**src/rtl/sfifo_txint_pkg.sv**
```systemverilog
package sfifo_txint_pkg;

  // Bit positions of the control register fields (software decodes them)
  localparam int B_TIE  = 7;
  localparam int B_RIE  = 6;
  localparam int B_TE   = 5;
  localparam int B_RE   = 4;
  localparam int B_REIE = 3;

  typedef struct packed {
    logic       tie;
    logic       rie;
    logic       te;
    logic       re;
    logic       reie;
    logic       zero2;
    logic [1:0] cks;
  } ctl_low_t;

  // Trigger level: select 0..3 -> depth/2, depth/4, depth/8, 0
  function automatic int unsigned trig_level(input logic [1:0] sel, input int unsigned depth);
    case (sel)
      2'd0:    trig_level = depth / 2;
      2'd1:    trig_level = depth / 4;
      2'd2:    trig_level = depth / 8;
      default: trig_level = 0;
    endcase
  endfunction

endpackage

```
**src/rtl/sfifo_txint_ctl.sv**
```systemverilog
module sfifo_txint_ctl #(
  parameter int REGW = 16
) (
  input  logic            clk,
  input  logic            rst,
  input  logic            we,
  input  logic [REGW-1:0] wdata,
  output logic [REGW-1:0] rdata
);
  import sfifo_txint_pkg::*;

  localparam int HIW = REGW - 8;

  ctl_low_t low_q;
  ctl_low_t low_d;

  always_comb begin
    low_d       = ctl_low_t'(wdata[7:0]);
    low_d.zero2 = 1'b0;
  end

  always_ff @(posedge clk) begin
    if (rst)     low_q <= '0;
    else if (we) low_q <= low_d;
  end

  generate
    if (HIW > 0) begin : g_hi
      assign rdata = {{HIW{1'b0}}, low_q};
    end else begin : g_nohi
      assign rdata = low_q;
    end
  endgenerate

endmodule

```
**src/rtl/sfifo_txint_level.sv**
```systemverilog
module sfifo_txint_level #(
  parameter int DEPTH = 16,
  localparam int CNTW = $clog2(DEPTH + 1)
) (
  input  logic            clk,
  input  logic            rst,
  input  logic            push,
  input  logic            pop,
  output logic            pop_ok,
  output logic [CNTW-1:0] count_q,
  output logic [CNTW-1:0] count_nxt
);
  localparam logic [CNTW-1:0] FULL = CNTW'(DEPTH);

  logic push_ok;

  always_comb begin
    pop_ok  = pop && (count_q != '0);
    push_ok = push && ((count_q != FULL) || pop_ok);
    case ({push_ok, pop_ok})
      2'b10:   count_nxt = count_q + 1'b1;
      2'b01:   count_nxt = count_q - 1'b1;
      default: count_nxt = count_q;
    endcase
  end

  always_ff @(posedge clk) begin
    if (rst) count_q <= '0;
    else     count_q <= count_nxt;
  end

endmodule

```
**src/rtl/sfifo_txint_flag.sv**
```systemverilog
module sfifo_txint_flag #(
  parameter int CNTW = 5
) (
  input  logic            clk,
  input  logic            rst,
  input  logic            pop_ok,
  input  logic [CNTW-1:0] count_q,
  input  logic [CNTW-1:0] count_nxt,
  input  logic [CNTW-1:0] trig,
  input  logic            rd,
  input  logic            wr,
  input  logic            wbit,
  output logic            flag_q
);
  logic armed_q;
  logic set_c;
  logic clr_c;

  always_comb begin
    set_c = pop_ok && (count_nxt < trig);
    clr_c = wr && !wbit && armed_q && (count_q > trig);
  end

  always_ff @(posedge clk) begin
    if (rst) begin
      flag_q  <= 1'b0;
      armed_q <= 1'b0;
    end else begin
      if (set_c)      flag_q <= 1'b1;
      else if (clr_c) flag_q <= 1'b0;
      if (wr)                armed_q <= 1'b0;
      else if (rd && flag_q) armed_q <= 1'b1;
    end
  end

endmodule

```
**src/rtl/sfifo_txint_ctrl.sv**
```systemverilog
module sfifo_txint_ctrl #(
  parameter int DEPTH = 16,
  parameter int REGW  = 16,
  localparam int CNTW = $clog2(DEPTH + 1)
) (
  input  logic            clk,
  input  logic            rst,
  input  logic            ctl_we,
  input  logic [REGW-1:0] ctl_wdata,
  output logic [REGW-1:0] ctl_rdata,
  input  logic            sts_rd,
  input  logic            sts_wr,
  input  logic            sts_wbit,
  output logic            sts_empty,
  input  logic            fifo_push,
  input  logic            fifo_pop,
  input  logic [1:0]      trig_sel,
  output logic [CNTW-1:0] fifo_count,
  output logic            tx_irq
);
  import sfifo_txint_pkg::*;

  logic            pop_ok;
  logic [CNTW-1:0] count_nxt;
  logic [CNTW-1:0] trig;

  assign trig = CNTW'(trig_level(trig_sel, DEPTH));

  sfifo_txint_ctl #(.REGW(REGW)) u_ctl (
    .clk   (clk),
    .rst   (rst),
    .we    (ctl_we),
    .wdata (ctl_wdata),
    .rdata (ctl_rdata)
  );

  sfifo_txint_level #(.DEPTH(DEPTH)) u_level (
    .clk       (clk),
    .rst       (rst),
    .push      (fifo_push),
    .pop       (fifo_pop),
    .pop_ok    (pop_ok),
    .count_q   (fifo_count),
    .count_nxt (count_nxt)
  );

  sfifo_txint_flag #(.CNTW(CNTW)) u_flag (
    .clk       (clk),
    .rst       (rst),
    .pop_ok    (pop_ok),
    .count_q   (fifo_count),
    .count_nxt (count_nxt),
    .trig      (trig),
    .rd        (sts_rd),
    .wr        (sts_wr),
    .wbit      (sts_wbit),
    .flag_q    (sts_empty)
  );

  always_ff @(posedge clk) begin
    if (rst) tx_irq <= 1'b0;
    else     tx_irq <= ctl_rdata[B_TIE] & sts_empty;
  end

endmodule

```
**config.mk**
```make
export PLATFORM = sky130hd
export DESIGN_NAME = sfifo_txint_ctrl
export DESIGN_NICKNAME = d
export VERILOG_FILES = /design/src/rtl/sfifo_txint_pkg.sv /design/src/rtl/sfifo_txint_ctl.sv /design/src/rtl/sfifo_txint_level.sv /design/src/rtl/sfifo_txint_flag.sv /design/src/rtl/sfifo_txint_ctrl.sv
export SDC_FILE = /design/constraint.sdc
export NUM_CORES = 1
export LEC_CHECK = 0
export BUFFER_PORTS_ARGS = -buffer_cell sky130_fd_sc_hd__buf_4
export CAP_MARGIN = 5
export CELL_PAD_IN_SITES_DETAIL_PLACEMENT = 1
export CELL_PAD_IN_SITES_GLOBAL_PLACEMENT = 1
export CORE_MARGIN = 2
export CORE_UTILIZATION = 25
export DETAILED_ROUTE_END_ITERATION = 10
export PLACE_DENSITY_LB_ADDON = 0.3
export SETUP_SLACK_MARGIN = 0.02
export SYNTH_ARGS = -nofsm -noshare
export SYNTH_HDL_FRONTEND = slang
export SYNTH_SLANG_ARGS = --single-unit
```
**constraint.sdc**
```tcl
create_clock -name clk -period 3.05 [get_ports clk]
set_input_delay 0.61 -clock clk [delete_from_list [all_inputs] [get_ports clk]]
set_output_delay 0.61 -clock clk [all_outputs]
set_load 0.01 [all_outputs]
```
==> results of run 1 <==
## final cells by class
cell class / instances / share of cell area, %
Inverter: 4 / 1.20
Clock inverter: 1 / 0.344
Tap cell: 50 / 4.30
Timing Repair Buffer: 40 / 20.7
Clock buffer: 3 / 2.84
Multi-Input combinational cell: 91 / 49.8
Sequential cell: 15 / 20.8
## cells by family after synthesis
kind of cell / synth area share, %
buffers and inverters: 9.29
other: 0.371
xor gates and xnor gates: 1.74
adders and majority gates: 11.9
AOI/OAI and AO/OA: 14.7
muxes: 11.4
DFF: 29.7
and+or+nand+nor: 20.8
## registers in the layout, indices dropped and copies added, names as in the netlist
| signal | flops |
|---|---|
| u_flag.flag_q | 1 |
| u_ctl.rdata | 7 |
| u_level.count_q | 5 |
| u_flag.armed_q | 1 |
| tx_irq | 1 |
## what timing repair did
action	in CTS	in global routing
pin swaps	1	6
gates resized for setup	5	7
gates cloned	0	0
setup endpoints to repair	1	1
## report_power, final
part	total (mW)	internal [mW]	switching [mW]
Combinational	0.788	0.400	0.388
Clock	0.159	0.0903	0.0691
Sequential	0.264	0.239	0.0256
## per-stage QoR
stage                     cell area [um^2]  setup WS (ns)  instances  util (%)  setup TNS (ns)
after CTS                             1420         0.0340        204      36.0               0
after global placement                1340       -0.00925        200      34.0        -0.00925
final                                 1450          0.115        204      36.9               0
after detailed placement              1340        -0.0432        200      34.0         -0.0432
after global routing                  1450         0.0109        204      36.9               0
after floorplan                       1060         0.0597        122         -               0
## worst max-delay path, cell delays in order (launching register included)
cell      delay [ns]
dfxtp_2         0.32
or4_4           0.57
o21ai_4         0.20
inv_4           0.07
ha_4            0.24
a21oi_4         0.13
and3b_2         0.21
a211oi_1        0.05
or3_4           0.41
ha_4            0.23
a211oi_2        0.17
o211ai_1        0.12
o22ai_1         0.14
## metal layers
metal / vias up / share of wire, % / GRT usage (%)
met2: 25 / 53 / 25.2
met5: - / 0 / 0
met3: 2 / 5.7 / 1.67
met1: 429 / 41 / 13.4
met4: 0 / 0.40 / 3.83
li1: 462 / - / -
## path summary, 6_finish.rpt
check / from / to / slack (ns) / cells past startpoint
setup / recovery: u_level.count_q[1]$_SDFF_PP0_ / u_flag.flag_q$_SDFFE_PP0P_ / 0.11 / 12
hold / removal: u_ctl.rdata[7]$_SDFFE_PP0P_ / tx_irq$_SDFF_PP0_ / 0.45 / 2
setup reg to reg: u_level.count_q[1]$_SDFF_PP0_ / u_flag.flag_q$_SDFFE_PP0P_ / 0.11 / 12
hold reg to reg: u_ctl.rdata[7]$_SDFFE_PP0P_ / tx_irq$_SDFF_PP0_ / 0.45 / 2
## cells in the mapped netlist, types with 2 or more instances
master	count
a211oi_1	4
buf_4	9
ha_1	8
nor3_1	2
dfxtp_1	15
nand2_1	6
mux2i_1	10
o21ai_0	3
inv_1	4
nand2b_1	3
a21oi_1	5
nor2_1	12
xor2_1	2
a2bb2oi_1	2
nand3_1	3
clkbuf_1	3
nor2b_1	4
==> run summary, run 1 <==
status -> complete, no violations
synthesis-to-layout area growth -> 44.0%
Avg Cell Area, Syn -> 8.86 um^2
Clock transition at path regs -> 0.06 ns
most common cell after layout, fill and taps aside -> buf_4
I/O Buffers -> 30
clock root buffer -> clkbuf_8
largest net degree at the start of global routing -> 16
number of hold buffers added after CTS -> 0
Hold Vio Cnt, Final -> 0
max_cap viols -> 0
starting density of the core -> 25.6%
routed via count -> 918
layout cells sized above 1 -> 40.9%
most frequent cells in the layout -> buf_4 (40), dfxtp_1 (13), nor2_1 (12), mux2i_1 (10), conb_1 (9)
first-pass GRT wire length -> 4.33 mm
period utilization -> 96.2%
total core area -> 3940 um^2
WHS -> 0.446 ns
Die Width -> 67.6 um
Setup crit end kind -> register
Yosys Warn Count -> 0
vias in the first global route -> 962
Power Density -> 834 nW/um^2
DR vias/cell -> 4.50
CTS tree -> done
Yosys top cell by area -> dfxtp_1
io pins -> 49
leak pwr -> 0.676 nW
critical path type -> register to register
GRT overflow -> 0
initial antenna violation count -> 0
multi-input logic area -> 724 um^2
ys async rst share -> 0%
worst endpoint required time -> 3.23 ns
post-synthesis sequential area ratio -> 29.7%
clk sinks -> 15
Slew Limit Headroom -> 65.0%
RePlAce Congestion -> 0.718
Worst Hold Class -> register to register
DRT antenna net count -> 0
H-tree level count -> 1
Synth Flop Type -> dfxtp_1
ANT cells -> 0
CTS max path bufs -> 2
post-CTS setup buffer count -> 0
RSZ-0062 raised after global routing -> true
final wirelength -> 2.76 mm
mapped cell area -> 1010 um^2
gr usage total -> 12.6%
FP Rows -> 23
detailed-router iteration count before antenna repair -> 3
routed length per instance -> 13.5 um
FMAX -> 341 MHz
setup violators final -> 0
Residual DRC -> 0
CP arrival -> 3.11 ns
Area contributors post-synth -> dfxtp_1 (30%), ha_1 (9.9%), mux2i_1 (9.9%)
flip-flop and latch area -> 303 um^2
final HPWL from detailed placement -> 2.26 mm
Synth top area share -> 29.7%
maximum VDD drop -> 0.332 mV
Setup Skew -> 0.000982 ns
Die Y -> 67.6 um
1st-iter DRT viols -> 11
CP Launch Type -> register
Synth cell types -> 36
Slew Viols, Final -> 0
number of synthesized flops with an enable pin -> 0
final critical-path required period -> 2.94 ns
#FFs+latches synth -> 15
Fill cells -> 460
Worst-Skew Late Latency -> 0.24 ns
worst-path fanout max -> 4
Worst-Margin Slew -> 0.520 ns
CTS buffer count -> 3
post-layout power -> 1.21 mW
DIE AREA -> 4560 um^2
Mapped Cells -> 114
Layout Nets -> 190
Note: power is estimated with default switching activity, not from simulation.
==> run 2, diff against run 1 <==
--- a/config.mk
+++ b/config.mk
@@ -10,7 +10,7 @@
 export CELL_PAD_IN_SITES_DETAIL_PLACEMENT = 1
 export CELL_PAD_IN_SITES_GLOBAL_PLACEMENT = 1
 export CORE_MARGIN = 2
-export CORE_UTILIZATION = 25
+export CORE_UTILIZATION = 32
 export DETAILED_ROUTE_END_ITERATION = 10
 export PLACE_DENSITY_LB_ADDON = 0.3
 export SETUP_SLACK_MARGIN = 0.02
==> constraint.sdc (replaced) <==
create_clock -name clk -period 2.82 [get_ports clk]
set_input_delay 0.564 -clock clk [delete_from_list [all_inputs] [get_ports clk]]
set_output_delay 0.564 -clock clk [all_outputs]
set_load 0.01 [all_outputs]
==> run 2 against run 1 <==
Compared with the run above: the run now ends with negative setup slack left; non-clock buffer count is 2 higher; die area shrank 21%; clock skew rose by 0.0022 ns; total power is 5.9% higher; final cell count is 2.0% lower; largest cell class unchanged.
==> run summary, run 2 (synthesis gave the netlist of run 1 again) <==
post-CTS setup buffer count -> 0
Power Density -> 891 nW/um^2
io pins -> 49
clock power share -> 9.5%
Worst-Skew Late Latency -> 0.28 ns
clock root buffer -> clkbuf_4
status -> finished, violations left
first-pass GRT wire length -> 4.16 mm
CTS tree -> done
worst endpoint required time -> 3.03 ns
post-layout util -> 47.6%
gr usage total -> 16.1%
initial antenna violation count -> 0
layout cells sized above 1 -> 41.7%
period utilization -> 107%
most frequent cells in the layout -> buf_4 (42), nor2_1 (12), dfxtp_1 (12), mux2i_1 (10), conb_1 (9)
final critical-path required period -> 3.01 ns
final wirelength -> 2.64 mm
1st-iter DRT viols -> 7
critical path type -> register to register
Setup crit end kind -> register
Hold Vio Cnt, Final -> 0
Largest register FFs -> 7
switch share -> 40.4%
detailed-router iteration count before antenna repair -> 2
total core area -> 3030 um^2
starting density of the core -> 33.3%
FMAX -> 333 MHz
Die Width -> 60.2 um
number of hold buffers added after CTS -> 0
leak pwr -> 0.679 nW
Layout Nets -> 192
routed length per instance -> 13.2 um
DRT antenna net count -> 0
CP arrival -> 3.22 ns
vias in the first global route -> 943
maximum VDD drop -> 0.404 mV
DIE AREA -> 3620 um^2
Post-Layout Cell Count -> 200
FP Rows -> 20
max_cap viols -> 0
worst-path fanout max -> 4
Logic pwr share -> 67.9%
Worst Hold Class -> input pin to register
cell-internal power -> 0.766 mW
I/O Buffers -> 30
Die Y -> 60.2 um
failing checks -> negative setup slack
Setup TNS Final -> -0.185 ns
ANT cells -> 0
placed cells -> 196
DR vias/cell -> 4.68
CTS buffer count -> 3
Setup Skew -> 0.00322 ns
CP Launch Type -> register
setup violators final -> 1
H-tree level count -> 1
final HPWL from detailed placement -> 2.18 mm
final setup margin -> -0.185 ns
Residual DRC -> 0
CTS max path bufs -> 2
Clock transition at path regs -> 0.09 ns
RePlAce Congestion -> 0.769
WHS -> 0.457 ns
largest net degree at the start of global routing -> 16
routed via count -> 935
clk sinks -> 15
synthesis-to-layout area growth -> 42.8%
most common cell after layout, fill and taps aside -> buf_4
Sw Pwr -> 0.518 mW
RSZ-0062 raised after global routing -> true
Slew Viols, Final -> 0
GRT overflow -> 0
sequential power share -> 22.6%
==> run 2: cell count changes in the layout (fill, tap and decap cells not counted), sizes merged <==
| cell | delta |
|---|---|
| clkbuf | +1 |
| clkinv | -1 |
| buf | +2 |
==> run 2: timing repair <==
| action | in CTS | in global routing |
|---|---|---|
| endpoints found under the setup margin | 1 | 2 |
| endpoints found under the hold margin | 0 | 0 |
| pin swaps | 3 | 2 |
| gates resized for setup | 7 | 2 |
==> run 2: worst max-delay path, cell delays in order (launching register included) <==
cell and delay (ns):
dfxtp_4 0.35, or4_4 0.56, o21ai_4 0.16, inv_2 0.09, ha_2 0.33, nand3_2 0.09, a21boi_2 0.18, a211oi_1 0.06
or3_4 0.41, ha_4 0.23, a211oi_2 0.18, o211ai_1 0.12, o22ai_1 0.16
==> run 2: area by class of cell <==
class                   count  area (um^2)
fillers                   356         1590
clock buffers               4         26.3
repair buffers             42          315
well taps                  44         55.1
inverters                   4         15.0
multi-input cells          91          721
flip-flops and latches     15          309
==> run 2: power groups by stage <==
stage	logic, mW	registers (mW)	clock network, mW
finish	0.871	0.290	0.123
global route	0.951	0.297	0.142
CTS	0.870	0.291	0.129
detailed placement	0.813	0.295	0
global placement	0.774	0.290	0
floorplan	0.457	0.350	0
==> run 2: per-layer routing <==
metal  GRT usage [%]  wire length (um)  vias up
met3            1.95               111        4
met1            15.0              1020      435
met4            8.57                59        0
met2            32.9              1450       29
met5               0                 0        -
li1                -                 -      467
==> run 2: through the flow <==
step	power (mW)	worst slack [ns]	instance area, um^2
final	1.28	-0.185	1440
after CTS	1.29	-0.205	1430
after global placement	1.06	-0.196	1360
after detailed placement	1.11	-0.303	1360
after global routing	1.39	-0.325	1440
after floorplan	0.808	-0.0931	1070
==> run 2: path summary, 6_finish.rpt <==
kind | slack, ns | to | startpoint | cells after the start
min reg2reg | 0.46 | tx_irq$_SDFF_PP0_ | u_ctl.rdata[7]$_SDFFE_PP0P_ | 2
max | -0.19 | u_flag.flag_q$_SDFFE_PP0P_ | u_level.count_q[2]$_SDFF_PP0_ | 12
max reg2reg | -0.19 | u_flag.flag_q$_SDFFE_PP0P_ | u_level.count_q[2]$_SDFF_PP0_ | 12
min | 0.46 | u_flag.armed_q$_SDFFE_PP0P_ | sts_wr | 2
==> run 3, diff against run 2 <==
--- a/config.mk
+++ b/config.mk
@@ -10,10 +10,11 @@
 export CELL_PAD_IN_SITES_DETAIL_PLACEMENT = 1
 export CELL_PAD_IN_SITES_GLOBAL_PLACEMENT = 1
 export CORE_MARGIN = 2
-export CORE_UTILIZATION = 32
+export CORE_UTILIZATION = 35
 export DETAILED_ROUTE_END_ITERATION = 10
 export PLACE_DENSITY_LB_ADDON = 0.3
 export SETUP_SLACK_MARGIN = 0.02
 export SYNTH_ARGS = -nofsm -noshare
 export SYNTH_HDL_FRONTEND = slang
+export SYNTH_HIERARCHICAL = 1
 export SYNTH_SLANG_ARGS = --single-unit
==> run 3 against run 2 <==
Compared with the run above: the run still ends with negative setup slack left; register-to-register slack improved by 0.18 ns; clock skew rose by 0.011 ns; via count rose by 41%; area after synthesis rose by 25%; first-iteration DRC count rose to 5.6 times the previous value; worst setup slack improved by 0.18 ns; critical path depth fell by 1; combinational power rose by 70%.
==> run summary, run 3 <==
ys async rst share -> 0%
mapped cell area -> 1270 um^2
total core area -> 3420 um^2
cells along the critical path -> nor4_4 -> a21oi_4 -> fa_2 -> a21o_1 -> a211o_1 -> o221ai_2 -> nand3_2 -> ha_4 -> nand3b_1 -> a311o_1 -> o21ai_2
Worst-Skew Late Latency -> 0.29 ns
Area contributors post-synth -> dfxtp_1 (24%), ha_1 (12%), mux2i_1 (7.9%)
clk sinks -> 15
first-pass GRT wire length -> 6.43 mm
ANT cells -> 0
gr usage total -> 19.9%
Clock transition at path regs -> 0.10 ns
Avg Cell Area, Syn -> 8.44 um^2
I/O Buffers -> 30
synthesis-to-layout area growth -> 43.5%
Power Density -> 1060 nW/um^2
number of synthesized flops with an enable pin -> 0
detailed-router iteration count before antenna repair -> 4
Post-Layout Cell Count -> 251
Worst Hold Class -> input pin to register
Setup crit end kind -> register
post-layout power -> 1.92 mW
Residual DRC -> 0
RSZ-0062 raised after global routing -> true
final setup margin -> -0.00156 ns
1st-iter DRT viols -> 39
period utilization -> 100%
Die Width -> 64.1 um
status -> finished, violations left
starting density of the core -> 37.1%
Yosys top cell by area -> dfxtp_1
CTS max path bufs -> 2
Mapped Cells -> 150
RePlAce Congestion -> 0.747
Setup TNS Final -> -0.00156 ns
vias in the first global route -> 1378
DRT antenna net count -> 0
Slew Viols, Final -> 0
final wirelength -> 4.10 mm
DR vias/cell -> 5.26
failing checks -> negative setup slack
Synth Flop Type -> dfxtp_1
Setup Skew -> 0.0139 ns
GRT overflow -> 0
leak pwr -> 0.864 nW
critical path type -> register to register
CTS buffer count -> 3
multi-input logic area -> 970 um^2
Synth cell types -> 47
Fill cells -> 423
CTS tree -> done
worst-path fanout max -> 5
CP Launch Type -> register
DIE AREA -> 4110 um^2
setup violators final -> 1
CP peak stage delay -> 0.39 ns
Hold Vio Cnt, Final -> 0
post-synthesis sequential area ratio -> 23.7%
clock root buffer -> clkbuf_4
#FFs+latches synth -> 15
final HPWL from detailed placement -> 3.10 mm
placed cells -> 240
final critical-path required period -> 2.82 ns
FMAX -> 354 MHz
layout cells sized above 1 -> 41.0%
max_cap viols -> 0
CP arrival -> 3.06 ns
slowest CP cell -> fa_2
Synth top area share -> 23.7%
maximum VDD drop -> 0.357 mV
routed via count -> 1320
flip-flop and latch area -> 309 um^2
synth cell count leaders -> dfxtp_1 (15), nor2_1 (15), ha_1 (12)
H-tree level count -> 1
io pins -> 49
Die Y -> 64.1 um
FP Rows -> 21
Largest register FFs -> 7
worst endpoint required time -> 3.06 ns
most frequent cells in the layout -> buf_4 (54), nor2_1 (14), dfxtp_1 (12), conb_1 (12), inv_1 (10)
Yosys Warn Count -> 6
most common cell after layout, fill and taps aside -> buf_4
number of hold buffers added after CTS -> 0
routed length per instance -> 16.3 um
largest net degree at the start of global routing -> 18
Layout Nets -> 245
initial antenna violation count -> 0
run 3: cell types whose count changed in the layout (fill, tap and decap cells not counted), moves of 2 or more:
cell	before	now
nor2_1	12	14
xor2_1	2	0
inv_1	3	10
nor2b_1	4	6
a211oi_1	3	1
o211ai_1	1	3
nor2_2	0	2
ha_1	5	9
conb_1	9	12
buf_4	42	54
o221ai_1	0	2
a31oi_1	0	4
run 3: final timing paths:
| kind | startpoint | end | slack [ns] | depth (start not counted) |
|---|---|---|---|---|
| worst min register to register | u_ctl/rdata[6]$_SDFFE_PP0P_ | u_ctl/rdata[6]$_SDFFE_PP0P_ | 0.51 | 2 |
| worst max-delay path | u_level/count_q[1]$_SDFF_PP0_ | u_flag/flag_q$_SDFFE_PP0P_ | -0.002 | 11 |
| worst max register to register | u_level/count_q[1]$_SDFF_PP0_ | u_flag/flag_q$_SDFFE_PP0P_ | -0.002 | 11 |
| worst min-delay path | sts_wr | u_flag/armed_q$_SDFFE_PP0P_ | 0.42 | 2 |
run 3: per-layer routing:
metal / global-route usage (%) / wire length [um]
met1: 22.3 / 1650
met2: 38.2 / 2250
met3: 4.23 / 174
met4: 4.52 / 26
met5: 0 / 0
run 3: repair_timing:
action / CTS / global route
pin swaps: 18 / 1
hold endpoints to repair: 0 / 0
gates resized for setup: 10 / 2
setup endpoints to repair: 1 / 1
buffers inserted: 5 / 2
run 3: per-stage QoR:
step | instance area [um^2] | setup slack, ns | util (%) | hold WS, ns
finish | 1820 | -0.00156 | 53.2 | 0.423
global route | 1820 | -0.128 | 53.2 | 0.435
CTS | 1800 | 0.0105 | 52.6 | 0.407
detailed placement | 1680 | -0.276 | 49.3 | 0.498
global placement | 1680 | -0.182 | 49.3 | 0.479
floorplan | 1360 | 0.0237 | - | 0.482
run 3: cell type report:
cell class                 count  area share, %
sequential                    15           17.0
timing repair buffer          55           22.9
tap                           46           3.17
clock buffer                   4           1.45
inverter                      10           2.07
multi-input combinational    121           53.4
run 3: cells by family after synthesis:
kind of cell,share of synthesized area [%]
AOI/OAI and AO/OA,18.7
adders and majority gates,13.4
DFF,23.7
muxes,9.98
and+or+nand+nor,21.5
other,0.593
xor gates and xnor gates,1.38
buffers and inverters,10.7
run 3: critical path, delay by kind of cell (launching register included):
family / cells / cell delay, ns
simple gates: 3 / 0.61
flops: 1 / 0.37
fa+ha+maj: 2 / 0.57
compound gates: 6 / 1.20
run 3: power by group:
group          total [mW]  leakage, nW  internal (mW)  switching [mW]
clock network       0.129       0.0150         0.0550          0.0743
logic                1.48        0.724          0.738           0.739
registers           0.314        0.125          0.268          0.0458
total                1.92        0.864           1.06           0.859
